$ cat src/rtl/irqc_pkg.sv
package irqc_pkg;

    typedef enum logic [1:0] {
        PH_Q1 = 2'd0,
        PH_Q2 = 2'd1,
        PH_Q3 = 2'd2,
        PH_Q4 = 2'd3
    } phase_e;

    // Bit order is visible to software and must stay as is.
    typedef struct packed {
        logic glb_en;
        logic per_en;
        logic tmr_en;
        logic pin_en;
        logic chg_en;
        logic tmr_flg;
        logic pin_flg;
        logic chg_flg;
    } ctl_reg_t;

    typedef enum logic [1:0] {
        SQ_IDLE   = 2'd0,
        SQ_FINISH = 2'd1,
        SQ_DUMMY  = 2'd2
    } seq_state_e;

endpackage

$ cat src/rtl/irqc_pin_edge.sv
module irqc_pin_edge
    import irqc_pkg::*;
#(
    parameter int SYNC_STAGES = 2
) (
    input  logic       clk,
    input  logic       rst_n,
    input  logic       warm_rst,
    input  logic [1:0] phase,
    input  logic       ext_pin,
    input  logic       edge_rise,
    output logic       set_o
);
    localparam int SW = SYNC_STAGES + 1;

    typedef struct packed {
        logic [SW-1:0] chain;
        logic          pend;
    } edge_st_t;

    edge_st_t st_d, st_q;
    logic rising, falling, hit, in_win;

    always_comb begin
        st_d       = st_q;
        st_d.chain = {st_q.chain[SW-2:0], ext_pin};
        rising     = st_q.chain[SW-2] & ~st_q.chain[SW-1];
        falling    = ~st_q.chain[SW-2] & st_q.chain[SW-1];
        hit        = edge_rise ? rising : falling;
        in_win     = (phase == PH_Q4) || (phase == PH_Q1);
        set_o      = (hit | st_q.pend) & in_win;
        st_d.pend  = (hit | st_q.pend) & ~in_win;
        if (warm_rst) begin
            st_d.pend = 1'b0;
        end
    end

    always_ff @(posedge clk or negedge rst_n) begin
        if (!rst_n) begin
            st_q <= '0;
        end else begin
            st_q <= st_d;
        end
    end

    // a held edge is released as soon as the window opens
    a_r3_pend_released: assert property (@(posedge clk) disable iff (!rst_n)
        (st_q.pend && !warm_rst && ((phase == PH_Q4) || (phase == PH_Q1))) |=> !st_q.pend);

endmodule

$ cat src/rtl/irqc_ctrl_reg.sv
module irqc_ctrl_reg
    import irqc_pkg::*;
(
    input  logic       clk,
    input  logic       rst_n,
    input  logic       warm_rst,
    input  logic       we,
    input  logic [7:0] wdata,
    input  logic       set_tmr,
    input  logic       set_pin,
    input  logic       set_chg,
    input  logic       clr_glb,
    output ctl_reg_t   reg_o
);
    ctl_reg_t reg_d, reg_q;

    always_comb begin
        reg_d = reg_q;
        if (we) begin
            reg_d = ctl_reg_t'(wdata);
        end
        // sources win over a software clear in the same cycle
        if (set_tmr) reg_d.tmr_flg = 1'b1;
        if (set_pin) reg_d.pin_flg = 1'b1;
        if (set_chg) reg_d.chg_flg = 1'b1;
        if (clr_glb) reg_d.glb_en  = 1'b0;
        if (warm_rst) begin
            reg_d         = '0;
            reg_d.chg_flg = reg_q.chg_flg;
        end
    end

    always_ff @(posedge clk or negedge rst_n) begin
        if (!rst_n) begin
            reg_q <= '0;
        end else begin
            reg_q <= reg_d;
        end
    end

    assign reg_o = reg_q;

    // a flag only falls through a software write or a warm reset
    a_r4_pin_flag_sw_only: assert property (@(posedge clk) disable iff (!rst_n)
        $fell(reg_q.pin_flg) |-> ($past(we && !wdata[1]) || $past(warm_rst)));
    a_r4_tmr_flag_sw_only: assert property (@(posedge clk) disable iff (!rst_n)
        $fell(reg_q.tmr_flg) |-> ($past(we && !wdata[2]) || $past(warm_rst)));
    // warm reset leaves only the port-change flag
    a_r11_warm_clears: assert property (@(posedge clk) disable iff (!rst_n)
        warm_rst |=> (reg_q[7:1] == 7'd0));

endmodule

$ cat src/rtl/irqc_sequencer.sv
module irqc_sequencer
    import irqc_pkg::*;
#(
    parameter int DUMMY_CYCLES = 2
) (
    input  logic       clk,
    input  logic       rst_n,
    input  logic       warm_rst,
    input  logic [1:0] phase,
    input  logic       pend,
    input  logic       glb_en,
    input  logic       sleeping,
    output logic       accept_o,
    output logic       dummy_o,
    output logic       fetch_o
);
    localparam int CW = $clog2(DUMMY_CYCLES + 1);

    typedef struct packed {
        seq_state_e    state;
        logic [CW-1:0] cnt;
        logic          fetch;
    } seq_st_t;

    seq_st_t sq_d, sq_q;
    logic at_q1;

    always_comb begin
        sq_d       = sq_q;
        sq_d.fetch = 1'b0;
        at_q1      = (phase == PH_Q1);
        accept_o   = (sq_q.state == SQ_IDLE) && at_q1 && pend && glb_en
                     && !sleeping && !warm_rst;
        case (sq_q.state)
            SQ_IDLE: begin
                if (accept_o) begin
                    sq_d.state = SQ_FINISH;
                end
            end
            SQ_FINISH: begin
                if (at_q1) begin
                    sq_d.state = SQ_DUMMY;
                    sq_d.cnt   = '0;
                end
            end
            SQ_DUMMY: begin
                if (at_q1) begin
                    if (sq_q.cnt == CW'(DUMMY_CYCLES - 1)) begin
                        sq_d.state = SQ_IDLE;
                        sq_d.fetch = 1'b1;
                    end else begin
                        sq_d.cnt = sq_q.cnt + 1'b1;
                    end
                end
            end
            default: sq_d.state = SQ_IDLE;
        endcase
        if (warm_rst) begin
            sq_d = '0;
        end
    end

    always_ff @(posedge clk or negedge rst_n) begin
        if (!rst_n) begin
            sq_q <= '0;
        end else begin
            sq_q <= sq_d;
        end
    end

    assign dummy_o = (sq_q.state == SQ_DUMMY);
    assign fetch_o = sq_q.fetch;

    // dummy cycles and the fetch pulse are aligned to Q1 boundaries
    a_r9_dummy_starts_at_q1: assert property (@(posedge clk) disable iff (!rst_n)
        $rose(dummy_o) |-> ($past(phase) == PH_Q1));
    a_r9_fetch_single: assert property (@(posedge clk) disable iff (!rst_n)
        fetch_o |=> !fetch_o);

endmodule

$ cat src/rtl/irq_dispatch_ctrl.sv
module irq_dispatch_ctrl
    import irqc_pkg::*;
#(
    parameter int              SYNC_STAGES  = 2,
    parameter int              DUMMY_CYCLES = 2,
    parameter int              ADDR_W       = 13,
    parameter logic [ADDR_W-1:0] VEC_ADDR   = 'h0004
) (
    input  logic              clk,
    input  logic              rst_n,
    input  logic              warm_rst,
    input  logic [1:0]        phase,
    input  logic              sleeping,
    input  logic              ext_pin,
    input  logic              edge_rise,
    input  logic              tmr_ovf,
    input  logic              port_chg,
    input  logic              periph_req,
    input  logic              reg_we,
    input  logic [7:0]        reg_wdata,
    output logic [7:0]        reg_rdata,
    output logic              wake,
    output logic              dummy_cyc,
    output logic              vec_fetch,
    output logic [ADDR_W-1:0] vec_addr
);
    ctl_reg_t ctl;
    logic pin_set, accept, pend;
    logic wake_d, wake_q;

    irqc_pin_edge #(.SYNC_STAGES(SYNC_STAGES)) edge_i (
        .clk      (clk),
        .rst_n    (rst_n),
        .warm_rst (warm_rst),
        .phase    (phase),
        .ext_pin  (ext_pin),
        .edge_rise(edge_rise),
        .set_o    (pin_set)
    );

    irqc_ctrl_reg reg_i (
        .clk     (clk),
        .rst_n   (rst_n),
        .warm_rst(warm_rst),
        .we      (reg_we),
        .wdata   (reg_wdata),
        .set_tmr (tmr_ovf),
        .set_pin (pin_set),
        .set_chg (port_chg),
        .clr_glb (accept),
        .reg_o   (ctl)
    );

    irqc_sequencer #(.DUMMY_CYCLES(DUMMY_CYCLES)) seq_i (
        .clk     (clk),
        .rst_n   (rst_n),
        .warm_rst(warm_rst),
        .phase   (phase),
        .pend    (pend),
        .glb_en  (ctl.glb_en),
        .sleeping(sleeping),
        .accept_o(accept),
        .dummy_o (dummy_cyc),
        .fetch_o (vec_fetch)
    );

    always_comb begin
        pend   = (ctl.tmr_flg & ctl.tmr_en) | (ctl.pin_flg & ctl.pin_en)
               | (ctl.chg_flg & ctl.chg_en) | (periph_req & ctl.per_en);
        wake_d = sleeping & pend;
    end

    always_ff @(posedge clk or negedge rst_n) begin
        if (!rst_n) begin
            wake_q <= 1'b0;
        end else begin
            wake_q <= wake_d;
        end
    end

    assign wake      = wake_q;
    assign reg_rdata = ctl;
    assign vec_addr  = vec_fetch ? VEC_ADDR : '0;

    // the pin flag rises only after a Q4 or Q1 edge, or by software
    a_r3_pin_flag_window: assert property (@(posedge clk) disable iff (!rst_n)
        $rose(ctl.pin_flg) |-> (($past(phase) == PH_Q4) || ($past(phase) == PH_Q1)
                                || $past(reg_we && reg_wdata[1])));
    // enabled pin flag while asleep raises wake on the next clock
    a_r8_pin_wakes: assert property (@(posedge clk) disable iff (!rst_n)
        (sleeping && ctl.pin_en && ctl.pin_flg) |=> wake);
    // accepting a dispatch drops the global enable
    a_r9_glb_dropped: assert property (@(posedge clk) disable iff (!rst_n)
        accept |=> !ctl.glb_en);
    // the fetch pulse follows the last dummy cycle
    a_r9_fetch_after_dummy: assert property (@(posedge clk) disable iff (!rst_n)
        vec_fetch |-> $past(dummy_cyc));
    // no dispatch begins while asleep
    a_r10_none_asleep: assert property (@(posedge clk) disable iff (!rst_n)
        accept |-> !sleeping);

endmodule

$ cat config.mk
export PLATFORM = sky130hd
export DESIGN_NAME = irq_dispatch_ctrl
export DESIGN_NICKNAME = d
export VERILOG_FILES = /design/src/rtl/irqc_pkg.sv /design/src/rtl/irqc_pin_edge.sv /design/src/rtl/irqc_ctrl_reg.sv /design/src/rtl/irqc_sequencer.sv /design/src/rtl/irq_dispatch_ctrl.sv
export SDC_FILE = /design/constraint.sdc
export NUM_CORES = 1
export LEC_CHECK = 0
export ABC_AREA = 0
export BUFFER_PORTS_ARGS = -buffer_cell sky130_fd_sc_hd__buf_4
export CORE_MARGIN = 2
export CORE_UTILIZATION = 41
export CTS_CLUSTER_DIAMETER = 40
export DETAILED_ROUTE_END_ITERATION = 8
export GPL_ROUTABILITY_DRIVEN = 0
export PLACE_DENSITY_LB_ADDON = 0.08
export SLEW_MARGIN = 20
export SYNTH_ARGS = -nofsm -noshare
export SYNTH_HDL_FRONTEND = slang
export SYNTH_HIERARCHICAL = 1
export SYNTH_SLANG_ARGS = --single-unit
export TNS_END_PERCENT = 1
$ cat constraint.sdc
create_clock -name clk -period 1.5 [get_ports clk]
set_clock_uncertainty 0.15 [all_clocks]
set_input_delay 0.225 -clock clk [delete_from_list [all_inputs] [get_ports clk]]
set_output_delay 0.225 -clock clk [all_outputs]
set_load 0.05 [all_outputs]
# == Yosys cells after proc, flatten, opt, wreduce, memory -nomap -nowiden ==
# Index checks and enable logic that the tools add are counted.
# word_totals
output_inout_bits,24
elab_cells,79
regBits,18
# classes
muxes,19
n_reduce_logical,19
n_bitwise,17
eq_ne,9
n_addsub,1
# op_table
cell,count
8-bit 2-to-1 mux,2
3-bit nonzero test,4
5-bit 2-to-1 mux,2
1-bit bitwise AND,9
3-bit by 2-bit inequality test with 1-bit output (second input constant),3
1-bit 2-to-1 mux,8
4-bit AND reduction,2
2-bit 2-to-1 mux,3
3-bit inequality test (second input constant),2
2-bit one-hot mux with 3 select lines,1
1-bit logical AND,5
2-bit by 1-bit == test with 1-bit output (second input constant),2
2-bit == test (second input constant),2
2-bit logical NOT,2
4-bit 2-to-1 mux,1
1-bit NOT,4
1-bit bitwise OR,4
2-bit one-hot mux with 2 select lines,1
2-bit nonzero test,2
3-bit 2-to-1 mux,1
2-bit by 1-bit adder with 2-bit output (second input constant),1
1-bit logical NOT,2
2-bit AND reduction,1
1-bit logical OR,1

# == Longest topological paths before layout ==
# Gate-level depths: netlist of run 1.
# logic_depth
ltp_word,11
ltp_mapped,5
mapped_depth_nobuf,5

# == Modules after synthesis ==
# The synthesis of run 1 kept the hierarchy.
# modules_own_cells
module,n_inst,cells_each,area_each_um2,seq_area_each_um2
irqc_ctrl_reg,1,30,380.4,200.2
irqc_sequencer,1,26,274.0,125.1
irq_dispatch_ctrl,1,19,162.7,25.0
irqc_pin_edge,1,11,152.6,100.1

# == Worst setup path before layout of run 1 ==
# OpenSTA, ideal clock, no wires.
# synth_timing
path_type,register to register
from,reg reg_i.reg_q[0] (netlist: reg_i/reg_o[0])
to,reg seq_i/sq_q[3] in the netlist's numbering
path_stages_with_launch,6
arrival_ns,1.565
slack_ns,-0.309
t_required_ns,1.256
path_cell_list,dfrtp_1 a22oi_2 nand2_1 nand3b_1 or4_1 a211oi_1
# synth_via
elab_chain_len,9
# synth_rtl
item,line,text
"start, declared",irqc_ctrl_reg.sv:15,"ctl_reg_t reg_d, reg_q;"
"start signal, assigned",irqc_ctrl_reg.sv:37,reg_q <= reg_d;
1-bit bitwise AND,irq_dispatch_ctrl.sv:69,| (ctl.chg_flg & ctl.chg_en) | (periph_req & ctl.per_en);
1-bit bitwise OR (2 in series),irq_dispatch_ctrl.sv:69,
named net pend,irq_dispatch_ctrl.sv:28,"logic pin_set, accept, pend;"
1-bit logical AND (2 in series),irqc_sequencer.sv:32,accept_o = (sq_q.state == SQ_IDLE) && at_q1 && pend && glb_en
1-bit logical AND (2 in series),irqc_sequencer.sv:33,&& !sleeping && !warm_rst;
3-bit inequality test (no line),n/a,
4-bit AND reduction (no line),n/a,
"end signal, assigned",irqc_sequencer.sv:67,sq_q <= sq_d;
"end, declared",irqc_sequencer.sv:25,"seq_st_t sq_d, sq_q;"
# The timed path passes the listed nets, and every way through them passes these cells.
# A chain may end at the register's enable or synchronous reset.

# == Worst setup path after layout of run 1 ==
# layout_timing
from,reg seq_i/sq_q[1] in the netlist's numbering
to,reg seq_i/sq_q[2] in the netlist's numbering
# layout_via
elab_chain_len,5
elab_cells_between_ends,8
classes_between,add/sub: 1; eq/ne: 2; mux: 4; reduce/logical: 1
# layout_rtl
item,line,text
2-bit by 1-bit adder with 2-bit output,irqc_sequencer.sv:52,sq_d.cnt = sq_q.cnt + 1'b1;
2-bit 2-to-1 mux,irqc_sequencer.sv:48,if (sq_q.cnt == CW'(DUMMY_CYCLES - 1)) begin
5-bit 2-to-1 mux,irqc_sequencer.sv:47,if (at_q1) begin
2-bit one-hot mux with 2 select lines,irqc_sequencer.sv:34,case (sq_q.state)
5-bit 2-to-1 mux,irqc_sequencer.sv:58,if (warm_rst) begin
# Several ways; a longest one is shown, not always the timed one. The select of a mux whose other input is x is not followed.

==> metrics.txt, run 1 <==
outcome finished with violations; violated checks setup timing; Area Overhead vs Synth 32.8%; Final min period ~1.5 ns; Mapped Area about 970 sq um; Yosys reg bits 18; first drt pass iteration count 4; overall routed net length about 1.8 mm; crit path setup slack, layout -0.0356 ns; Synth warnings 6; Clock Power Share 26.6%; Layout Nets 148; RSZ-0062 raised after global routing yes; first-pass GRT wire length about 3.1 mm; per-cell routed wire length 11.4 um; Congestion Overflow GR 0; Synth area leaders dfrtp_1, buf_4, mux2i_1, a22oi_2, nor4b_4; Net Switching 0.359 mW; Sw Ratio 32.2%; Yosys top cell area share 46.5%; antenna-violating nets left 0; Buf+Inv Stages, Crit Path 0; Slowest cell on crit path dfrtp_1; worst-path fanout max 2; critical path class register to register; layout cells sized above 1 46.8%; Worst-path clk slew 0.10 ns; Post-DP HPWL roughly 1.3 mm; cells along the critical path ha_2 -> or3b_1 -> a211oi_2 -> o32ai_1; startpoint types register; CTS Buffer Depth 2; Final period util 102%; ANT cells 0; largest net degree at the start of global routing 19; Worst VDD drop 0.748 mV; Synth cell types 35; Slew Viols, Final 0; dpl ws -0.0931 ns; GRT Overall Usage 15.1%; Post-DP Area 0.00120 sq mm; total die area ~0.0028 sq mm; Design Area, Final 0.00129 sq mm; DRT iter0 DRCs 5; latest clock arrival within the worst-skew pair 0.29 ns; I/O pins 44; CP delay by family, top flip-flops; drc violations 0; CP Data Required Time 1.53 ns; hold crit path type primary input to register; Leakage 0.618 nW; async set or reset register ratio after synthesis 100%; die height 52.6 um; clk sink count 18; number of H-tree levels 1; Critical Path End Type register; combinational power share 26.0%; TritonCTS Buffers 3; cell internal pwr 0.754 mW; CTS tree done; Synth area leader dfrtp_1; max_cap viols 0; Setup violations, final 3; Hold Vio Cnt, Final 0; Most used DFF post-synth dfrtp_1; Peak Freq 0.651 GHz; clk root buf clkbuf_4; vias in the first global route 695; Initial Utilization 43.4%; Synth Instances 86; Worst EP arrival ~1.6 ns; vias between 700 and 800; Die W 52.6 um; drt via density 4.65; FP Rows 17; delay of the slowest critical-path stage 0.40 ns; Sequential Power Share 47.4%; pwr dens 864 mW/mm^2; register area share after synthesis a little under half; Post-synth EDFFs 0; Port Buffers 31; syn avg cell area about 11 sq um; initial antenna violation count 0; core footprint 0.00223 sq mm; R2R setup slack -0.04 ns
==> stage by stage <==
step | hold slack [ns] | setup TNS, ns | cells | utilization [%] | power, mW
floorplan | -0.221 | -0.211 | 97 | - | 0.746
global placement | -0.0417 | -0.0649 | 146 | 53.9 | 0.821
detailed placement | -0.0413 | -0.182 | 146 | 53.9 | 0.823
CTS | 0.00276 | -0.133 | 154 | 57.6 | 1.13
global route | 0.00710 | -0.395 | 154 | 57.6 | 1.17
finish | 0.0101 | -0.0936 | 154 | 57.6 | 1.11
==> layout make-up <==
cell class / count / area (sq um)
clock buffers: 4 / 36.3
fillers: 202 / 946
inverters: 5 / 18.8
multi-input cells: 59 / 433
flip-flops and latches: 18 / 459
well taps: 28 / 35.0
repair buffers: 40 / 305
==> metal layers <==
layer	track usage (%)	up-vias	routed length, um
li1	-	359	-
met1	17.7	333	729
met2	26.7	24	930
met3	5.14	0	104
met4	2.56	0	0
met5	0	-	0
==> synthesized netlist by cell type, types with 2 or more instances <==
library cell and count:
mux2i_1 7, or3b_1 2, nor3_1 2, buf_6 2, nor2_1 4, dfrtp_1 18
nand3b_1 2, inv_1 5, buf_4 13, a21oi_1 3, nand2b_1 2, a22oi_2 2
nor3_2 2
==> power groups by stage <==
stage	combinational [mW]	sequential (mW)	clock, mW
final	0.289	0.527	0.296
after global routing	0.309	0.530	0.330
after CTS	0.292	0.527	0.309
after detailed placement	0.286	0.537	0
after global placement	0.284	0.537	0
after floorplan	0.149	0.597	0
==> cell families after synthesis <==
kind of cell / count (synthesis) / share of synthesized area [%]
compound gates: 14 / 11.4
mux: 7 / 7.23
buf+inv: 20 / 14.3
other cells: 1 / 0.387
xor+xnor: 2 / 1.81
flops: 18 / 46.5
simple gates: 23 / 17.2
fa+ha+maj: 1 / 1.29
==> flip-flops by register name, indices dropped and copies added (netlist names) <==
register	count
edge_i/st_q	2
seq_i/fetch_o	1
wake	1
seq_i/sq_q	4
edge_i/st_d	2
reg_i/reg_o	8
==> cell usage in the layout (no fill, tap or decap), types with 2 or more instances in the layout <==
| cell type | instances |
|---|---|
| buf_4 | 38 |
| conb_1 | 12 |
| dfrtp_1 | 11 |
| mux2i_1 | 7 |
| dfrtp_2 | 7 |
| inv_1 | 5 |
| nor2_1 | 4 |
| clkbuf_4 | 3 |
| a21oi_1 | 3 |
| a22oi_2 | 2 |
| nand3b_1 | 2 |
| or3b_1 | 2 |
| dlygate4sd3_1 | 2 |
| nor3_1 | 2 |
| nor3_2 | 2 |
| nand2b_1 | 2 |
| a211oi_2 | 2 |
==> timing repair <==
action	4_1_cts	5_1_grt
pin swaps	1	0
buffers inserted	2	0
gates resized for setup	3	0
hold buffers	2	0
setup endpoints to repair	4	4
endpoints found under the hold margin	19	0
==> path summary, 6_finish.rpt <==
kind / end / from / depth (start not counted)
min: reg_i/reg_o[2] / tmr_ovf / 3
min in group asynchronous: reg_i/reg_o[0] / rst_n / 2
max reg2reg: seq_i/sq_q[2] / seq_i/sq_q[1] / 4
max: seq_i/sq_q[2] / seq_i/sq_q[1] / 4
max in group asynchronous: reg_i/reg_o[5] / rst_n / 2
min reg2reg: edge_i/st_d[3] / edge_i/st_d[2] / 0
==> worst reg2reg max path: stages (launching register included) <==
cell      delay [ns]
dfrtp_1         0.40
ha_2            0.19
or3b_1          0.36
a211oi_2        0.22
o32ai_1         0.10
(Power assumes the default switching activity.)
==> inputs of run 2 (changes only) <==
--- a/config.mk
+++ b/config.mk
@@ -12,6 +12,7 @@
 export CTS_CLUSTER_DIAMETER = 40
 export DETAILED_ROUTE_END_ITERATION = 8
 export GPL_ROUTABILITY_DRIVEN = 0
+export GPL_TIMING_DRIVEN = 0
 export PLACE_DENSITY_LB_ADDON = 0.08
 export SLEW_MARGIN = 20
 export SYNTH_ARGS = -nofsm -noshare
==> metrics.txt, run 2 (synthesized netlist as in run 1, its figures left out) <==
combinational power share about 29%; FP Rows 17; number of flip-flops under the largest register name 8; I/O pins 44; total negative slack -0.129 ns; Leakage between 0.6 and 0.7 nW; Sequential Power Share between 40% and 50%; core footprint roughly 0.0022 sq mm; Hold Vio Cnt, Final 0; Worst VDD drop 0.684 mV; Net Switching 0.348 mW; per-cell routed wire length around 11 um; Multi-input gate area around 430 sq um; vias 751; TritonCTS Buffers 3; Area Overhead vs Synth 42.3%; Design Area, Final 0.00138 sq mm; CTS tree done; CTS Buffer Depth 2; GRT Overall Usage between 10% and 20%; cells along the critical path ha_2 -> or3b_1 -> a211oi_2 -> o32ai_1; Critical Path End Type register; most common cell after layout, fill and taps aside buf_4; max_cap viols 0; ANT cells 0; layout cells sized above 1 49.6%; drc violations 0; first drt pass iteration count 3; startpoint types register; critical path class register to register; largest net degree at the start of global routing 19; Post-DP HPWL 1.34 mm; Clock Power Share between 20 and 25%; drt via density 4.55; RSZ-0062 raised after global routing yes; die height 52.6 um; crit path setup slack, layout -0.0663 ns; cell internal pwr approximately 0.73 mW; worst-path fanout max 2; latest clock arrival within the worst-skew pair 0.29 ns; dpl ws -0.123 ns; Layout Nets ~160; Post-Route Utilization 61.8%; Sw Ratio 32.2%; Final period util 104%; total die area 0.00277 sq mm; violated checks setup timing; number of H-tree levels 1; Worst EP arrival 1.59 ns; vias in the first global route 678; Die W between 50 and 60 um; outcome finished with violations; overall routed net length 1.76 mm; antenna-violating nets left 0; Setup violations, final 3; hold crit path type primary input to register; Post-DP Area approximately 0.0013 sq mm; Peak Freq 0.638 GHz; Congestion Overflow GR 0; pwr dens 782 mW/mm^2; filler instances 204; DRT iter0 DRCs 9; Slowest cell on crit path dfrtp_1; Initial Utilization 43.4%; Final min period 1.57 ns; Slew Viols, Final 0; commonest non-fill, non-tap cells in the layout buf_4, conb_1, dfrtp_1; Port Buffers 30; CP Data Required Time 1.52 ns; Worst-path clk slew 0.09 ns; initial antenna violation count 0; clk sink count 18; FF+latch area 459 sq um; delay of the slowest critical-path stage 0.39 ns; first-pass GRT wire length between 2 and 3 mm; clk root buf clkbuf_4
-- run 2: final cells by class --
| class | count | share of cell area [%] |
|---|---|---|
| plain buffers | 15 | 8.70 |
| well taps | 28 | 2.54 |
| repair buffers | 36 | 20.9 |
| multi-input cells | 59 | 31.4 |
| flip-flops and latches | 18 | 33.3 |
| inverters | 5 | 1.36 |
| clock buffers | 4 | 1.90 |
-- run 2: critical path: cells and delay by family (launching register included) --
kind,cells,cell delay [ns]
compound gates,2,0.35
fa+ha+maj,1,0.17
flops,1,0.39
simple gates,1,0.38
-- run 2: stage by stage --
| stage | hold slack [ns] | instances | power [mW] |
|---|---|---|---|
| global placement | -0.0438 | 155 | 0.840 |
| finish | 0.0239 | 165 | 1.08 |
| detailed placement | -0.0459 | 155 | 0.843 |
| floorplan | -0.221 | 97 | 0.746 |
| CTS | 0.0167 | 165 | 1.09 |
| global route | 0.00775 | 165 | 1.14 |
-- run 2: final timing paths --
kind / startpoint / endpoint / slack [ns] / depth (start not counted)
max: seq_i/sq_q[1] / seq_i/sq_q[2] / -0.07 / 4
min: reg_wdata[4] / reg_i/reg_o[4] / 0.02 / 3
max reg2reg: seq_i/sq_q[1] / seq_i/sq_q[2] / -0.07 / 4
min reg2reg: edge_i/st_d[2] / edge_i/st_d[3] / 0.21 / 0
max in group asynchronous: rst_n / reg_i/reg_o[5] / 0.81 / 2
min in group asynchronous: rst_n / reg_i/reg_o[4] / 0.18 / 2
-- run 2: power by group through the flow --
stage | logic [mW] | registers [mW] | clock network [mW]
3_3_place_gp | 0.302 | 0.538 | 0
4_1_cts | 0.313 | 0.529 | 0.253
6_report | 0.312 | 0.528 | 0.239
3_5_place_dp | 0.305 | 0.538 | 0
5_1_grt | 0.331 | 0.532 | 0.277
2_1_floorplan | 0.149 | 0.597 | 0
-- run 2: timing repair --
action | in CTS | in global routing
hold buffers | 4 | 0
pin swaps | 4 | 0
resized for setup | 3 | 3
endpoints found under the hold margin | 23 | 0
buffers inserted | 2 | 0
setup endpoints to repair | 3 | 4
-- run 2: layer usage --
metal / share of wire (%) / GRT usage, % / wire, um / vias to the layer above
li1: - / - / - / 380
met4: 0.46 / 2.56 / 8 / 0
met2: 51 / 24.0 / 890 / 24
met1: 43 / 17.1 / 760 / 345
met5: 0 / 0 / 0 / -
met3: 5.4 / 4.29 / 95 / 2
==> inputs of run 3 (changes only) <==
--- a/config.mk
+++ b/config.mk
@@ -8,7 +8,7 @@
 export ABC_AREA = 0
 export BUFFER_PORTS_ARGS = -buffer_cell sky130_fd_sc_hd__buf_4
 export CORE_MARGIN = 2
-export CORE_UTILIZATION = 41
+export CORE_UTILIZATION = 40
 export CTS_CLUSTER_DIAMETER = 40
 export DETAILED_ROUTE_END_ITERATION = 8
 export GPL_ROUTABILITY_DRIVEN = 0
@@ -17,6 +17,5 @@
 export SLEW_MARGIN = 20
 export SYNTH_ARGS = -nofsm -noshare
 export SYNTH_HDL_FRONTEND = slang
-export SYNTH_HIERARCHICAL = 1
 export SYNTH_SLANG_ARGS = --single-unit
 export TNS_END_PERCENT = 1
==> metrics.txt, run 3 <==
outcome finished, final reports clean; vias approximately 770; first-pass GRT wire length about 3 mm; Slew Viols, Final 0; FP Rows 17; Most used DFF post-synth dfrtp_1; Final period util a little over nine tenths; Synth area leader dfrtp_1; register area share after synthesis 48.1%; dpl ws 0.0869 ns; total negative slack 0 ns; syn avg cell area 10.5 sq um; Post-DP Area 0.00124 sq mm; commonest non-fill, non-tap cells in the layout buf_4, dfrtp_1, conb_1; I/O pins 44; crit path setup slack, layout 0.0776 ns; largest net degree at the start of global routing 19; Congestion Overflow GR 0; ANT cells 0; number of flip-flops under the largest register name 8; RSZ-0062 raised after global routing no; Worst R2R Start seq_i.sq_q[2]; CP Data Required Time 1.12 ns; first drt pass iteration count 4; drt via density 4.51; layout cells sized above 1 40.1%; Worst EP arrival 1.05 ns; Critical Path End Type output pin; FF+latch area approximately 450 sq um; Final min period 1.42 ns; Peak Freq around 0.70 GHz; Port Buffers 30; Layout Nets 165; Post-DP HPWL 1.43 mm; core footprint 0.00221 sq mm; critical path class register to output pin; Hold Vio Cnt, Final 0; Die W ~52 um; Design Area, Final 0.00137 sq mm; Synth warnings 0; Leakage around 0.72 nW; Post-Route Utilization approximately three fifths; Setup violations, final 0; final std cells w/o fill 170; most common cell in the synthesized netlist dfrtp_1; Synth Instances 89; GRT Overall Usage 15.3%; Multi-input gate area 403 sq um; Post-synth EDFFs 0; hold crit path type primary input to register; clk sink count 18; Worst VDD drop 0.747 mV; clk root buf clkbuf_4; worst-path fanout max 5; min-delay src reg_wdata[5]; filler instances 212; most common cell after layout, fill and taps aside buf_4; antenna-violating nets left 0; Synth area leaders dfrtp_1, buf_4, mux2i_1, a22oi_1, nor2_1; CTS tree done; Yosys reg bits 18; vias in the first global route 694; drc violations 0; CTS Buffer Depth 2; per-cell routed wire length around 11 um; Hold Path Depth 3; dpl cells 158; async set or reset register ratio after synthesis 100%; TritonCTS Buffers 3; number of H-tree levels 1; Mapped Area approximately 940 sq um; total die area 0.00275 sq mm; Worst Setup SP seq_i.sq_q[3]; Min Hold Slack 0.0278 ns; overall routed net length roughly 1.9 mm; startpoint types register; Area Overhead vs Synth 46.2%; initial antenna violation count 0; latest clock arrival within the worst-skew pair 0.29 ns; DRT iter0 DRCs 2; max_cap viols 0; Worst Reg-to-Reg Cells 5; overall power 1.11 mW; die height approximately 52 um; Yosys top cell area share about half; Synth top cells by count dfrtp_1, buf_4, nor2_1, inv_1, mux2i_1; pwr dens 814 mW/mm^2; Initial Utilization 42.4%; Worst-path clk slew 0.10 ns; Synth cell types 30
-- run 3: changes by cell type after synthesis, moves of 3 or more --
| cell | change |
|---|---|
| a22oi_1 | +4 |
| nor2_1 | +4 |
| nand2_1 | +3 |
| nor3b_1 | +3 |
-- run 3: cell type report --
class                           count  area share, %
Buffer                             16           8.77
Clock buffer                        4           2.65
Inverter                            6           1.64
Multi-Input combinational cell     60           29.4
Sequential cell                    18           33.0
Tap cell                           28           2.56
Timing Repair Buffer               38           22.0
-- run 3: power breakdown --
group          switching, mW  total [mW]  internal [mW]
clock network          0.143       0.291          0.148
logic                  0.189       0.303          0.114
registers             0.0137       0.521          0.507
-- run 3: cells by family after synthesis --
group	synth area share, %
DFF	48.1
other	0.400
muxes	6.41
buffers and inverters	15.2
and+or+nand+nor	15.9
AOI/OAI and AO/OA	11.3
adders and majority gates	2.67
-- run 3: per-layer routing --
| metal | GRT usage [%] | vias up | wire length, um |
|---|---|---|---|
| met5 | 0 | - | 0 |
| met3 | 5.14 | 2 | 146 |
| met2 | 26.9 | 29 | 954 |
| met4 | 6.41 | 0 | 22 |
| li1 | - | 392 | - |
| met1 | 16.5 | 344 | 758 |
-- run 3: worst max-delay path, stage by stage (launching register included) --
cell and delay [ns]:
dfrtp_2 0.46, nor2b_4 0.14, buf_6 0.16
-- run 3: repair_timing --
item,in CTS,in global routing
resized for setup,1,4
setup buffers,1,2
endpoints found under the setup margin,1,3
hold endpoints to repair,21,1
hold buffers,4,1
-- run 3: final timing paths --
kind	to	slack (ns)
worst max-delay path	dummy_cyc	0.08
worst min-delay path	reg_i.reg_o[5]	0.03
worst max register to register	seq_i.sq_q[1]	0.13
worst min register to register	edge_i.st_d[3]	0.22
max in group asynchronous	seq_i.sq_q[3]	0.82
min in group asynchronous	reg_i.reg_o[5]	0.18
